<file path="src/rtl/bl_pwm_pkg.sv">
package bl_pwm_pkg;
  localparam int unsigned BYTE_W = 8;

  localparam logic [7:0] ADR_PRE   = 8'hA0;
  localparam logic [7:0] ADR_SCALE = 8'hA1;  // low byte, high byte follows
  localparam logic [7:0] ADR_LEVEL = 8'hA3;  // low byte, high byte follows
  localparam logic [7:0] ADR_CTRL  = 8'hA5;
  localparam logic [7:0] ADR_PIN   = 8'hA6;

  localparam int unsigned CTRL_EN_BIT  = 1;
  localparam int unsigned CTRL_INV_BIT = 0;
  localparam int unsigned PIN_FIELD_LSB = 6;  // pin 3 field, 2 bits per pin

  typedef enum logic [1:0] {
    PIN_GPIO_IN  = 2'b00,
    PIN_GPIO_OUT = 2'b01,
    PIN_PWM      = 2'b10,
    PIN_RSVD     = 2'b11
  } pin_mode_e;
endpackage

</file>
<file path="src/rtl/bl_pwm_regs.sv">
module bl_pwm_regs
  import bl_pwm_pkg::*;
#(
  parameter int unsigned PRE_W = 8,
  parameter int unsigned VAL_W = 16
) (
  input  logic              clk,
  input  logic              rst_n,
  input  logic              bus_we,
  input  logic [7:0]        bus_addr,
  input  logic [7:0]        bus_wdata,
  output logic [PRE_W-1:0]  pre_sh,
  output logic [VAL_W-1:0]  scale_sh,
  output logic [VAL_W-1:0]  level_sh,
  output logic              ctrl_en,
  output logic              ctrl_inv,
  output pin_mode_e         pin_mode,
  output logic [7:0]        bus_rdata
);
  localparam int unsigned NB = VAL_W / BYTE_W;

  logic [7:0] pin_q;
  logic [7:0] rd_nxt;

  // Shadow registers: the only state the bus can touch
  always_ff @(posedge clk or negedge rst_n) begin
    if (!rst_n) begin
      pre_sh   <= '0;
      scale_sh <= '0;
      level_sh <= '0;
      ctrl_en  <= 1'b0;
      ctrl_inv <= 1'b0;
      pin_q    <= '0;
    end else if (bus_we) begin
      if (bus_addr == ADR_PRE) pre_sh <= bus_wdata[PRE_W-1:0];
      for (int b = 0; b < NB; b++) begin
        if (bus_addr == ADR_SCALE + 8'(b)) scale_sh[BYTE_W*b +: BYTE_W] <= bus_wdata;
        if (bus_addr == ADR_LEVEL + 8'(b)) level_sh[BYTE_W*b +: BYTE_W] <= bus_wdata;
      end
      if (bus_addr == ADR_CTRL) begin
        ctrl_en  <= bus_wdata[CTRL_EN_BIT];
        ctrl_inv <= bus_wdata[CTRL_INV_BIT];
      end
      if (bus_addr == ADR_PIN) pin_q <= bus_wdata;
    end
  end

  // Readback multiplexer
  always_comb begin
    rd_nxt = '0;
    if (bus_addr == ADR_PRE) rd_nxt = 8'(pre_sh);
    for (int b = 0; b < NB; b++) begin
      if (bus_addr == ADR_SCALE + 8'(b)) rd_nxt = scale_sh[BYTE_W*b +: BYTE_W];
      if (bus_addr == ADR_LEVEL + 8'(b)) rd_nxt = level_sh[BYTE_W*b +: BYTE_W];
    end
    if (bus_addr == ADR_CTRL) begin
      rd_nxt[CTRL_EN_BIT]  = ctrl_en;
      rd_nxt[CTRL_INV_BIT] = ctrl_inv;
    end
    if (bus_addr == ADR_PIN) rd_nxt = pin_q;
  end

  always_ff @(posedge clk or negedge rst_n) begin
    if (!rst_n) bus_rdata <= '0;
    else        bus_rdata <= rd_nxt;
  end

  assign pin_mode = pin_mode_e'(pin_q[PIN_FIELD_LSB +: 2]);
endmodule

</file>
<file path="src/rtl/bl_pwm_core.sv">
module bl_pwm_core #(
  parameter int unsigned PRE_W = 8,
  parameter int unsigned VAL_W = 16,
  localparam int unsigned CW   = PRE_W + VAL_W
) (
  input  logic             clk,
  input  logic             rst_n,
  input  logic             en,
  input  logic             inv,
  input  logic [PRE_W-1:0] pre_sh,
  input  logic [VAL_W-1:0] scale_sh,
  input  logic [VAL_W-1:0] level_sh,
  output logic             pwm_o,
  output logic [CW-1:0]    cnt_o,
  output logic [CW-1:0]    last_o,
  output logic [VAL_W-1:0] scale_act_o
);
  logic [PRE_W-1:0] pre_a;
  logic [VAL_W-1:0] scale_a, level_a, lev_eff;
  logic [CW-1:0]    cnt, last, thr;
  logic             wrap, load;

  assign last    = CW'(pre_a) * CW'(scale_a);
  assign lev_eff = (level_a > scale_a) ? scale_a : level_a;
  assign thr     = CW'(lev_eff) * CW'(pre_a);
  assign wrap    = (cnt == last);
  assign load    = !en || wrap;

  always_ff @(posedge clk or negedge rst_n) begin
    if (!rst_n) begin
      pre_a   <= '0;
      scale_a <= '0;
      level_a <= '0;
      cnt     <= '0;
    end else begin
      if (load) begin
        pre_a   <= pre_sh;
        scale_a <= scale_sh;
        level_a <= level_sh;
      end
      if (!en || wrap) cnt <= '0;
      else             cnt <= cnt + 1'b1;
    end
  end

  assign pwm_o       = (en && (cnt < thr)) ^ inv;
  assign cnt_o       = cnt;
  assign last_o      = last;
  assign scale_act_o = scale_a;
endmodule

</file>
<file path="src/rtl/bl_pwm_pinmux.sv">
module bl_pwm_pinmux
  import bl_pwm_pkg::*;
(
  input  pin_mode_e mode,
  input  logic      pwm_i,
  output logic      pin_o
);
  assign pin_o = (mode == PIN_PWM) && pwm_i;
endmodule

</file>
<file path="src/rtl/bl_pwm_top.sv">
module bl_pwm_top
  import bl_pwm_pkg::*;
#(
  parameter int unsigned PRE_W = 8,
  parameter int unsigned VAL_W = 16
) (
  input  logic       clk,
  input  logic       rst_n,
  input  logic       bus_we,
  input  logic [7:0] bus_addr,
  input  logic [7:0] bus_wdata,
  output logic [7:0] bus_rdata,
  output logic       pwm_out,
  output logic       pin_out
);
  localparam int unsigned CW = PRE_W + VAL_W;

  logic [PRE_W-1:0] pre_sh;
  logic [VAL_W-1:0] scale_sh, level_sh, scale_act_w;
  logic             ctrl_en, ctrl_inv, pwm_w;
  pin_mode_e        pin_mode;
  logic [CW-1:0]    cnt_w, last_w;

  bl_pwm_regs #(.PRE_W(PRE_W), .VAL_W(VAL_W)) i_regs (
    .clk(clk), .rst_n(rst_n), .bus_we(bus_we), .bus_addr(bus_addr),
    .bus_wdata(bus_wdata), .pre_sh(pre_sh), .scale_sh(scale_sh),
    .level_sh(level_sh), .ctrl_en(ctrl_en), .ctrl_inv(ctrl_inv),
    .pin_mode(pin_mode), .bus_rdata(bus_rdata)
  );

  bl_pwm_core #(.PRE_W(PRE_W), .VAL_W(VAL_W)) i_core (
    .clk(clk), .rst_n(rst_n), .en(ctrl_en), .inv(ctrl_inv),
    .pre_sh(pre_sh), .scale_sh(scale_sh), .level_sh(level_sh),
    .pwm_o(pwm_w), .cnt_o(cnt_w), .last_o(last_w), .scale_act_o(scale_act_w)
  );

  bl_pwm_pinmux i_pinmux (.mode(pin_mode), .pwm_i(pwm_w), .pin_o(pin_out));

  assign pwm_out = pwm_w;
endmodule

</file>
<file path="config.mk">
export PLATFORM = sky130hd
export DESIGN_NAME = bl_pwm_top
export DESIGN_NICKNAME = d
export VERILOG_FILES = /design/src/rtl/bl_pwm_pkg.sv /design/src/rtl/bl_pwm_regs.sv /design/src/rtl/bl_pwm_core.sv /design/src/rtl/bl_pwm_pinmux.sv /design/src/rtl/bl_pwm_top.sv
export SDC_FILE = /design/constraint.sdc
export NUM_CORES = 1
export LEC_CHECK = 0
export ABC_AREA = 1
export BUFFER_PORTS_ARGS = -buffer_cell sky130_fd_sc_hd__buf_2
export CAP_MARGIN = 20
export CORE_ASPECT_RATIO = 1.25
export CORE_MARGIN = 2
export CORE_UTILIZATION = 33
export CTS_CLUSTER_SIZE = 24
export DETAILED_ROUTE_END_ITERATION = 8
export GPL_ROUTABILITY_DRIVEN = 0
export PLACE_DENSITY = 0.47
export SYNTH_ARGS = -nofsm -noshare
export SYNTH_HDL_FRONTEND = slang
export SYNTH_SLANG_ARGS = --single-unit
</file>
<file path="constraint.sdc">
create_clock -name clk -period 9.31 [get_ports clk]
set_input_delay 0.931 -clock clk [delete_from_list [all_inputs] [get_ports clk]]
set_output_delay 0.931 -clock clk [all_outputs]
set_load 0.02 [all_outputs]
</file>
==> flow_metrics.py, run 1 <==
metrics = {
    "status": {
        "status": "finished, final reports clean",
    },
    "sta": {
        "final-max-slew-violation-count": 0,
        "worstMarginPinSlew_ns": 0.875,
        "rsz0062_at_grt": "false",
        "clock_skew_ns": 0.0114,
        "fin_setup_tns_ns": 0,
        "max_freq_ghz": 0.114,
        "final-setup-viol-count": 0,
        "hold_violations": 0,
        "min_period_ns": 8.73,
        "slew_headroom": 0.412,
        "period_share": 0.938,
    },
    "global_route": {
        "globalRouteTotalUtil": 0.197,
        "busiest_layer": "met2",
        "antenna_found_initial": 0,
        "grt_pass1_wl_um": 69300,
        "grt_pass1_vias": 12400,
        "grt_util_met1": 0.246,
        "gr-usage-met2": 0.338,
        "grt-ovfl-total": 0,
        "grtUsageMet3": 0.0215,
        "grt_max_degree": 64,
    },
    "yosys": {
        "syn_area_um2": 14700,
        "synthTopCellsByCount": "nand2_1 (466), inv_1 (416), nor2_1 (175)",
        "synth-seq-cells": 122,
        "async_reset_ff_frac": 1.00,
        "yosys_warnings": 0,
        "synth.net_count": 2246,
        "syn_area_per_cell_um2": 7.62,
        "synth_top_cells_by_area": "fa_1 (23%), dfrtp_1 (21%), nand2_1 (12%), ha_1 (11%), inv_1 (11%)",
        "synth_edf_count": 0,
        "synth_top_cell_by_area": "fa_1",
        "synth_cell_type_count": 44,
        "synth.most_common_cell": "nand2_1",
        "ys_seq_area_frac": 0.207,
        "synth_flop_cell": "dfrtp_1",
        "synthCells": 1931,
        "synth_top_area_frac": 0.229,
    },
    "floorplan": {
        "die_h_um": 240,
        "die_x_um": 193,
        "io_pins": 29,
        "initial_utilization": 0.334,
        "core_um2": 44000,
        "row_count": 86,
        "die_area_um2": 46300,
    },
    "run": {
        "max-cap-violations": 0,
    },
    "cells_and_area": {
        "synthToLayoutAreaGrowth_pct": 10.8,
        "nNetsFinal": 2276,
        "drive_above_1_share": 0.0714,
        "diodes": 0,
    },
    "place": {
        "dp.final_hpwl_um": 35000,
        "portBuffers": 28,
    },
    "drt": {
        "via_per_inst": 4.68,
        "ant_nets": 0,
        "drt_iter0_drc": 647,
        "drcViolationCount": 0,
        "vias": 11900,
        "wl_per_cell_um": 16.9,
        "routed_wl_um": 43100,
        "drt_pass1_iterations": 5,
    },
    "worst_setup_path": {
        "cp-end-kind": "output pin",
        "crit_fanout": 13,
        "crit_top_cell": "nand2_1",
        "cp_top_family": "adder cells",
        "cp_data_required_time_ns": 8.38,
        "worstPathArrival_ns": 7.80,
        "slowest_delay_ns": 0.57,
        "crit_start": "i_core.level_a[15]$_DFFE_PN0N_",
        "cpMaxStageDelayCell": "fa_1",
        "reg2reg_from": "i_core.pre_a[4]$_DFFE_PN0N_",
        "crit_type": "reg -> out",
        "worstSetupStartpointType": "flop",
        "worstPathBufferInverterCount": 7,
    },
    "clock_tree": {
        "cts.clk_slew.worst_paths_ns": 0.06,
        "cts.sinks": 122,
        "cts_hold_buffers": 0,
        "cts-htree-levels": 4,
        "cts_tree": "yes",
        "clock_path_buffers": 2,
        "clkLatencyLatePin_ns": 0.45,
        "cts-root-buf": "clkbuf_16",
        "cts_made_buffers": 17,
    },
    "worst_hold_path": {
        "hold_path.class": "in -> async",
    },
    "power_and_ir_drop": {
        "leakagePower_nw": 8.85,
        "power_density_nw_per_um2": 115,
        "ir_worst_vdd_mv": 0.142,
        "p_total_mw": 1.88,
    },
}
==> layer usage <==
metal  part of all wire  routed length [µm]  vias to the layer above
li1                   -                   -                     5918
met1               0.44               18800                     5704
met2               0.49               21000                      220
met3              0.026                1100                       80
met4              0.052                2230                        0
met5                  0                   0                        -
==> sequential cells by signal, summed over array words and instances, names as in the netlist <==
name,flops
i_core.level_a,16
i_regs.ctrl_en,1
i_regs.scale_sh,16
i_core.pre_a,8
i_core.cnt_o,24
i_regs.bus_rdata,8
i_regs.pin_q,8
i_regs.ctrl_inv,1
i_core.scale_act_o,16
i_regs.level_sh,16
i_regs.pre_sh,8
==> final timing paths <==
kind | to | slack (ns) | cells after the start
max | pin_out | 0.58 | 33
min | i_regs.scale_sh[0]$_DFFE_PN0P_ | 0.47 | 1
max reg2reg | i_core.level_a[12]$_DFFE_PN0N_ | 3.15 | 25
min reg2reg | i_regs.pin_q[2]$_DFFE_PN0P_ | 0.49 | 2
max in group asynchronous | i_core.scale_act_o[1]$_DFFE_PN0N_ | 7.71 | 2
min in group clk | i_regs.pin_q[2]$_DFFE_PN0P_ | 0.49 | 2
==> where the power goes <==
group	internal [mW]	total, mW	switching, mW	leakage, nW
clock	0.413	0.698	0.285	0.303
sequential	0.549	0.568	0.0183	1.69
combinational	0.192	0.611	0.419	6.85
==> through the flow <==
stage | instance area (µm²) | std cells | hold WS, ns | utilization | setup slack (ns)
after global placement | 15600 | 2508 | 0.468 | 0.354 | 0.444
after floorplan | 14700 | 1931 | 0.453 | - | 1.01
after global routing | 16300 | 2546 | 0.500 | 0.371 | 0.0150
after CTS | 16200 | 2541 | 0.477 | 0.369 | 0.00511
final | 16300 | 2546 | 0.472 | 0.371 | 0.575
after detailed placement | 15600 | 2509 | 0.473 | 0.355 | 0.249
==> layout by cell type, fill, tap and decap left out, drive strengths merged, types with 2 or more instances in the layout <==
cell type / instances
nand2: 467
inv: 426
nor2: 179
fa: 168
ha: 128
dfrtp: 122
nand3: 92
o21ai: 81
buf: 75
a21oi: 63
xor2: 38
xnor2: 32
clkbuf: 18
nand4: 15
nor3: 12
o21a: 8
nand3b: 6
a221oi: 6
a22o: 6
nor4: 6
a21boi: 5
a21o: 4
o21bai: 3
o211ai: 2
a211oi: 2
clkinv: 2
bufinv: 2
==> area by class of cell <==
class / count / area, µm²
fillers: 4611 / 27700
multi-input cells: 1329 / 9870
flip-flops and latches: 122 / 3050
inverters: 416 / 1560
well taps: 572 / 716
repair buffers: 75 / 493
clock buffers: 18 / 439
clock inverters: 14 / 173
==> logic make-up after synthesis <==
kind of cell / count (synthesis) / share of synthesized area
xor+xnor: 70 / 0.0417
flops: 122 / 0.207
simple gates: 780 / 0.217
fa+ha+maj: 296 / 0.337
compound gates: 183 / 0.0712
buf+inv: 480 / 0.125
==> repair_timing <==
item                                    in CTS  in global routing
setup buffers                                0                  5
endpoints found under the setup margin       2                  2
resized for setup                            2                 23
pin swaps                                    0                  2
(Power assumes the default switching activity.)
==> run 2, diff against run 1 <==
--- a/config.mk
+++ b/config.mk
@@ -10,11 +10,11 @@
 export CAP_MARGIN = 20
 export CORE_ASPECT_RATIO = 1.25
 export CORE_MARGIN = 2
-export CORE_UTILIZATION = 33
+export CORE_UTILIZATION = 50
 export CTS_CLUSTER_SIZE = 24
 export DETAILED_ROUTE_END_ITERATION = 8
 export GPL_ROUTABILITY_DRIVEN = 0
-export PLACE_DENSITY = 0.47
+export PLACE_DENSITY = 0.66
 export SYNTH_ARGS = -nofsm -noshare
 export SYNTH_HDL_FRONTEND = slang
 export SYNTH_SLANG_ARGS = --single-unit
==> flow_metrics.py, run 2 (synthesis results as in run 1) <==
metrics = {
    "power_and_ir_drop": {
        "sw_frac_of_total": 0.396,
        "power_density_nw_per_um2": 112,
        "leakagePower_nw": 8.78,
        "pwr-share-clk": 0.347,
        "p_total_mw": 1.78,
        "seqPwrFrac": 0.317,
        "ir_worst_vdd_mv": 0.134,
        "switchingPower_mw": 0.707,
        "power_frac_comb": 0.336,
        "p_int_mw": 1.08,
    },
    "floorplan": {
        "die_x_um": 157,
        "io_pins": 29,
        "row_count": 70,
        "core_um2": 29100,
        "initial_utilization": 0.506,
        "die_area_um2": 30800,
        "die_h_um": 196,
    },
    "sta": {
        "clock_skew_ns": 0.0162,
        "min_period_ns": 8.83,
        "final-max-slew-violation-count": 0,
        "worst_slack_ns": 0.484,
        "worstMarginPinSlew_ns": 1.09,
        "period_share": 0.948,
        "max_freq_ghz": 0.113,
        "final-setup-viol-count": 0,
        "hold_violations": 0,
        "slew_headroom": 0.270,
    },
    "clock_tree": {
        "cts-htree-levels": 4,
        "cts_tree": "yes",
        "clock_path_buffers": 2,
        "cts-root-buf": "clkbuf_16",
        "clkLatencyLatePin_ns": 0.44,
        "cts_made_buffers": 17,
        "cts_hold_buffers": 0,
        "cts.sinks": 122,
        "cts.clk_slew.worst_paths_ns": 0.06,
    },
    "drt": {
        "drcViolationCount": 0,
        "wl_per_cell_um": 16.6,
        "routed_wl_um": 39200,
        "drt_pass1_iterations": 5,
        "ant_nets": 0,
        "via_per_inst": 5.21,
        "drt_iter0_drc": 791,
        "vias": 12300,
    },
    "run": {
        "max-cap-violations": 0,
    },
    "worst_setup_path": {
        "cpMaxStageDelayCell": "fa_1",
        "cp.depth": 39,
        "crit_top_cell": "nand2_1",
        "cp_data_required_time_ns": 8.38,
        "worstSetupStartpointType": "flop",
        "slowest_delay_ns": 0.54,
        "cp_top_family": "adder cells",
        "crit_fanout": 7,
        "r2r_cells": 25,
        "cp-end-kind": "output pin",
        "crit_type": "reg -> out",
        "worstPathBufferInverterCount": 5,
        "worstPathArrival_ns": 7.89,
    },
    "global_route": {
        "antenna_found_initial": 0,
        "globalRouteTotalUtil": 0.272,
        "grt_pass1_vias": 12700,
        "grt_max_degree": 75,
        "grt_pass1_wl_um": 65000,
        "grt-ovfl-total": 0,
    },
    "cells_and_area": {
        "nNetsFinal": 2269,
        "final_cell_area_um2": 16000,
        "drive_above_1_share": 0.0696,
        "diodes": 0,
        "final_cell_mix": "nand2_1 (463), inv_1 (411), nor2_1 (175)",
        "final_common_cell": "nand2_1",
        "fillers": 2881,
        "largest_reg_flops": 24,
        "seqCellArea_um2": 3050,
        "synthToLayoutAreaGrowth_pct": 8.54,
        "multiInputGateArea_um2": 9890,
    },
    "worst_hold_path": {
        "hold_path.class": "reg -> reg",
        "worstHoldPathCells": 2,
    },
    "place": {
        "dp.final_hpwl_um": 30900,
        "place_area_um2": 15400,
        "portBuffers": 28,
        "pre_cts_ws_ns": 0.194,
    },
    "status": {
        "status": "finished, final reports clean",
    },
}
==> run 2: cell count changes in the layout (fill, tap and decap cells not counted), moves of 2 or more <==
cell	delta
buf_4	-7
bufinv_16	-2
clkinv_2	+4
clkinvlp_4	+2
inv_6	-2
nand2_2	+2
==> run 2: cell type report <==
cell class | count | area share
Inverter | 416 | 0.0977
Clock buffer | 18 | 0.0269
Sequential cell | 122 | 0.191
Multi-Input combinational cell | 1330 | 0.619
Tap cell | 396 | 0.0310
Timing Repair Buffer | 67 | 0.0273
Clock inverter | 14 | 0.00689
==> run 2: metal layers <==
layer,vias to the layer above,track usage,routed length [µm],share of wire
li1,5919,-,-,-
met1,5962,0.342,16300,0.42
met2,340,0.461,19200,0.49
met3,101,0.0327,1810,0.046
met4,0,0.134,1880,0.048
met5,-,0,0,0
==> run 2: worst paths after layout <==
| path | startpoint | endpoint | slack (ns) |
|---|---|---|---|
| setup / recovery | i_core.scale_act_o[10]$_DFFE_PN0N_ | pin_out | 0.48 |
| hold / removal | i_regs.pin_q[5]$_DFFE_PN0P_ | i_regs.pin_q[5]$_DFFE_PN0P_ | 0.49 |
| hold reg to reg | i_regs.pin_q[5]$_DFFE_PN0P_ | i_regs.pin_q[5]$_DFFE_PN0P_ | 0.49 |
| setup reg to reg | i_core.pre_a[2]$_DFFE_PN0N_ | i_core.scale_act_o[10]$_DFFE_PN0N_ | 3.18 |
| max in group asynchronous | rst_n | i_core.level_a[0]$_DFFE_PN0N_ | 7.34 |
| min in group asynchronous | rst_n | i_regs.ctrl_en$_DFFE_PN0P_ | 0.54 |
==> run 2: timing repair <==
item,CTS,global route
setup endpoints to repair,2,2
gates cloned,0,1
setup buffers,0,2
gates resized for setup,3,26
pin swaps,0,2
==> run 2: stage by stage <==
step                instances  hold slack [ns]   util  setup TNS [ns]
floorplan                1931            0.453      -               0
global placement         2328            0.468  0.528               0
detailed placement       2328            0.475  0.528               0
CTS                      2360            0.490  0.547               0
global route             2363            0.513  0.549        -0.00997
finish                   2363            0.486  0.549               0
==> run 2: tightest hold or removal path, cell delays in order, from the launching register on <==
cell and delay, ns:
dfrtp_1 0.34, nand2_1 0.05, o21ai_0 0.06
==> run 2: power by group through the flow <==
stage	sequential (mW)	clock, mW	combinational (mW)
2_1_floorplan	0.569	0	0.390
3_3_place_gp	0.574	0	0.557
3_5_place_dp	0.575	0	0.569
4_1_cts	0.566	0.629	0.574
5_1_grt	0.568	0.650	0.671
6_report	0.566	0.619	0.600
==> run 3, diff against run 2 <==
--- a/config.mk
+++ b/config.mk
@@ -7,14 +7,16 @@
 export LEC_CHECK = 0
 export ABC_AREA = 1
 export BUFFER_PORTS_ARGS = -buffer_cell sky130_fd_sc_hd__buf_2
-export CAP_MARGIN = 20
+export CAP_MARGIN = 25
+export CELL_PAD_IN_SITES_DETAIL_PLACEMENT = 1
+export CELL_PAD_IN_SITES_GLOBAL_PLACEMENT = 2
 export CORE_ASPECT_RATIO = 1.25
 export CORE_MARGIN = 2
-export CORE_UTILIZATION = 50
+export CORE_UTILIZATION = 39
 export CTS_CLUSTER_SIZE = 24
 export DETAILED_ROUTE_END_ITERATION = 8
 export GPL_ROUTABILITY_DRIVEN = 0
-export PLACE_DENSITY = 0.66
+export PLACE_DENSITY = 0.82
 export SYNTH_ARGS = -nofsm -noshare
 export SYNTH_HDL_FRONTEND = slang
 export SYNTH_SLANG_ARGS = --single-unit
==> flow_metrics.py, run 3 (synthesis results as in run 1) <==
metrics = {
    "status": {
        "status": "finished, final reports clean",
    },
    "sta": {
        "final-max-slew-violation-count": 0,
        "slew_headroom": 0.347,
        "clock_skew_ns": 0.0107,
        "rsz0062_at_grt": "false",
        "period_share": 0.937,
        "max_freq_ghz": 0.115,
        "min_period_ns": 8.72,
        "whs_ns": 0.349,
        "worstMarginPinSlew_ns": 0.970,
        "hold_violations": 0,
        "fin_setup_tns_ns": 0,
        "worst_slack_ns": 0.589,
        "final-setup-viol-count": 0,
    },
    "power_and_ir_drop": {
        "leakagePower_nw": 8.78,
        "power_density_nw_per_um2": 116,
        "ir_worst_vdd_mv": 0.113,
    },
    "floorplan": {
        "initial_utilization": 0.395,
        "core_um2": 37300,
        "io_pins": 29,
        "die_area_um2": 39300,
        "die_x_um": 178,
        "row_count": 79,
        "die_h_um": 221,
    },
    "run": {
        "max-cap-violations": 0,
    },
    "global_route": {
        "grt-ovfl-total": 0,
        "grt_pass1_vias": 14000,
        "globalRouteTotalUtil": 0.253,
        "grt_pass1_wl_um": 76100,
        "grt_max_degree": 64,
        "antenna_found_initial": 0,
    },
    "worst_setup_path": {
        "worstPathArrival_ns": 7.79,
        "cp_data_required_time_ns": 8.38,
        "cp-end-kind": "output pin",
        "cpMaxStageDelayCell": "fa_1",
        "worstSetupStartpointType": "flop",
        "crit_fanout": 18,
        "crit_top_cell": "nand2_1",
        "crit_type": "reg -> out",
        "slowest_delay_ns": 0.54,
    },
    "clock_tree": {
        "cts_tree": "yes",
        "cts.sinks": 122,
        "clock_path_buffers": 2,
        "clkLatencyLatePin_ns": 0.45,
        "cts-htree-levels": 4,
        "cts-root-buf": "clkbuf_16",
        "cts_made_buffers": 17,
        "cts.clk_slew.worst_paths_ns": 0.06,
        "cts_hold_buffers": 0,
    },
    "drt": {
        "vias": 12400,
        "drt_iter0_drc": 528,
        "ant_nets": 0,
        "met1_length_um": 19000,
        "routed_wl_um": 47000,
        "drcViolationCount": 0,
        "wl_met2_um": 24900,
        "via_per_inst": 5.06,
        "drt_pass1_iterations": 7,
        "dr_wl_met3_um": 1070,
        "wl_per_cell_um": 19.2,
        "top_layer": "met4",
    },
    "place": {
        "place_area_um2": 15500,
        "pre_cts_ws_ns": 0.0263,
        "portBuffers": 28,
        "dp_cells": 2418,
        "dp.final_hpwl_um": 38500,
    },
    "worst_hold_path": {
        "hold_path.class": "in -> async",
    },
    "cells_and_area": {
        "drive_above_1_share": 0.0697,
        "final_cell_mix": "nand2_1 (463), inv_1 (412), nor2_1 (174)",
        "diodes": 0,
        "final_cell_area_um2": 16100,
        "nNetsFinal": 2267,
        "final_common_cell": "nand2_1",
        "fillers": 4591,
        "final-instance-count-excl-fill": 2451,
        "synthToLayoutAreaGrowth_pct": 9.61,
        "largest_reg_flops": 24,
    },
}
==> run 3: per-stage QoR <==
step	power [mW]	utilization
final	1.86	0.433
after global routing	1.97	0.433
after CTS	1.86	0.431
after detailed placement	1.19	0.415
after global placement	1.18	0.415
after floorplan	0.959	-
==> run 3: final timing paths <==
| kind | cells after the start | endpoint | slack (ns) | startpoint |
|---|---|---|---|---|
| worst max-delay path | 40 | pin_out | 0.59 | i_core.level_a[9]$_DFFE_PN0N_ |
| worst min-delay path | 1 | i_regs.scale_sh[15]$_DFFE_PN0P_ | 0.35 | rst_n |
| worst max register to register | 26 | i_core.pre_a[2]$_DFFE_PN0N_ | 3.30 | i_core.pre_a[2]$_DFFE_PN0N_ |
| min in group clk | 2 | i_regs.pin_q[2]$_DFFE_PN0P_ | 0.49 | i_regs.pin_q[2]$_DFFE_PN0P_ |
| max in group asynchronous | 3 | i_core.level_a[3]$_DFFE_PN0N_ | 7.24 | rst_n |
| worst min register to register | 2 | i_regs.pin_q[2]$_DFFE_PN0P_ | 0.49 | i_regs.pin_q[2]$_DFFE_PN0P_ |
==> run 3: metal layers <==
layer | track usage | vias up
met5 | 0 | -
met4 | 0.114 | 0
met3 | 0.0330 | 93
met2 | 0.466 | 204
met1 | 0.287 | 6201
li1 | - | 5900
==> run 3: area by class of cell <==
class | count | area (µm²) | share of cell area
clock buffer | 20 | 467 | 0.0289
clock inverter | 12 | 115 | 0.00714
inverter | 416 | 1560 | 0.0968
multi-input combinational | 1330 | 9900 | 0.614
sequential | 122 | 3050 | 0.189
tap | 486 | 608 | 0.0377
timing repair buffer | 65 | 424 | 0.0263
==> run 3: critical path, delay by kind of cell, from the launching register on <==
family / cells / cell delay, ns
buffers and inverters: 5 / 0.68
adder cells (fa/ha/maj): 7 / 3.01
AND/OR/NAND/NOR: 20 / 1.93
AO/OA/AOI/OAI: 8 / 1.30
flip-flops: 1 / 0.41
==> run 3: power by group <==
part	switching, mW	internal (mW)	total [mW]	leakage, nW
registers	0.0181	0.550	0.568	1.69
clock network	0.269	0.390	0.659	0.279
logic	0.449	0.189	0.638	6.82
==> run 3: timing repair <==
action,4_1_cts,5_1_grt
endpoints found under the setup margin,2,2
buffers inserted,0,0
pin swaps,0,1
resized for setup,6,26
cloned,0,1
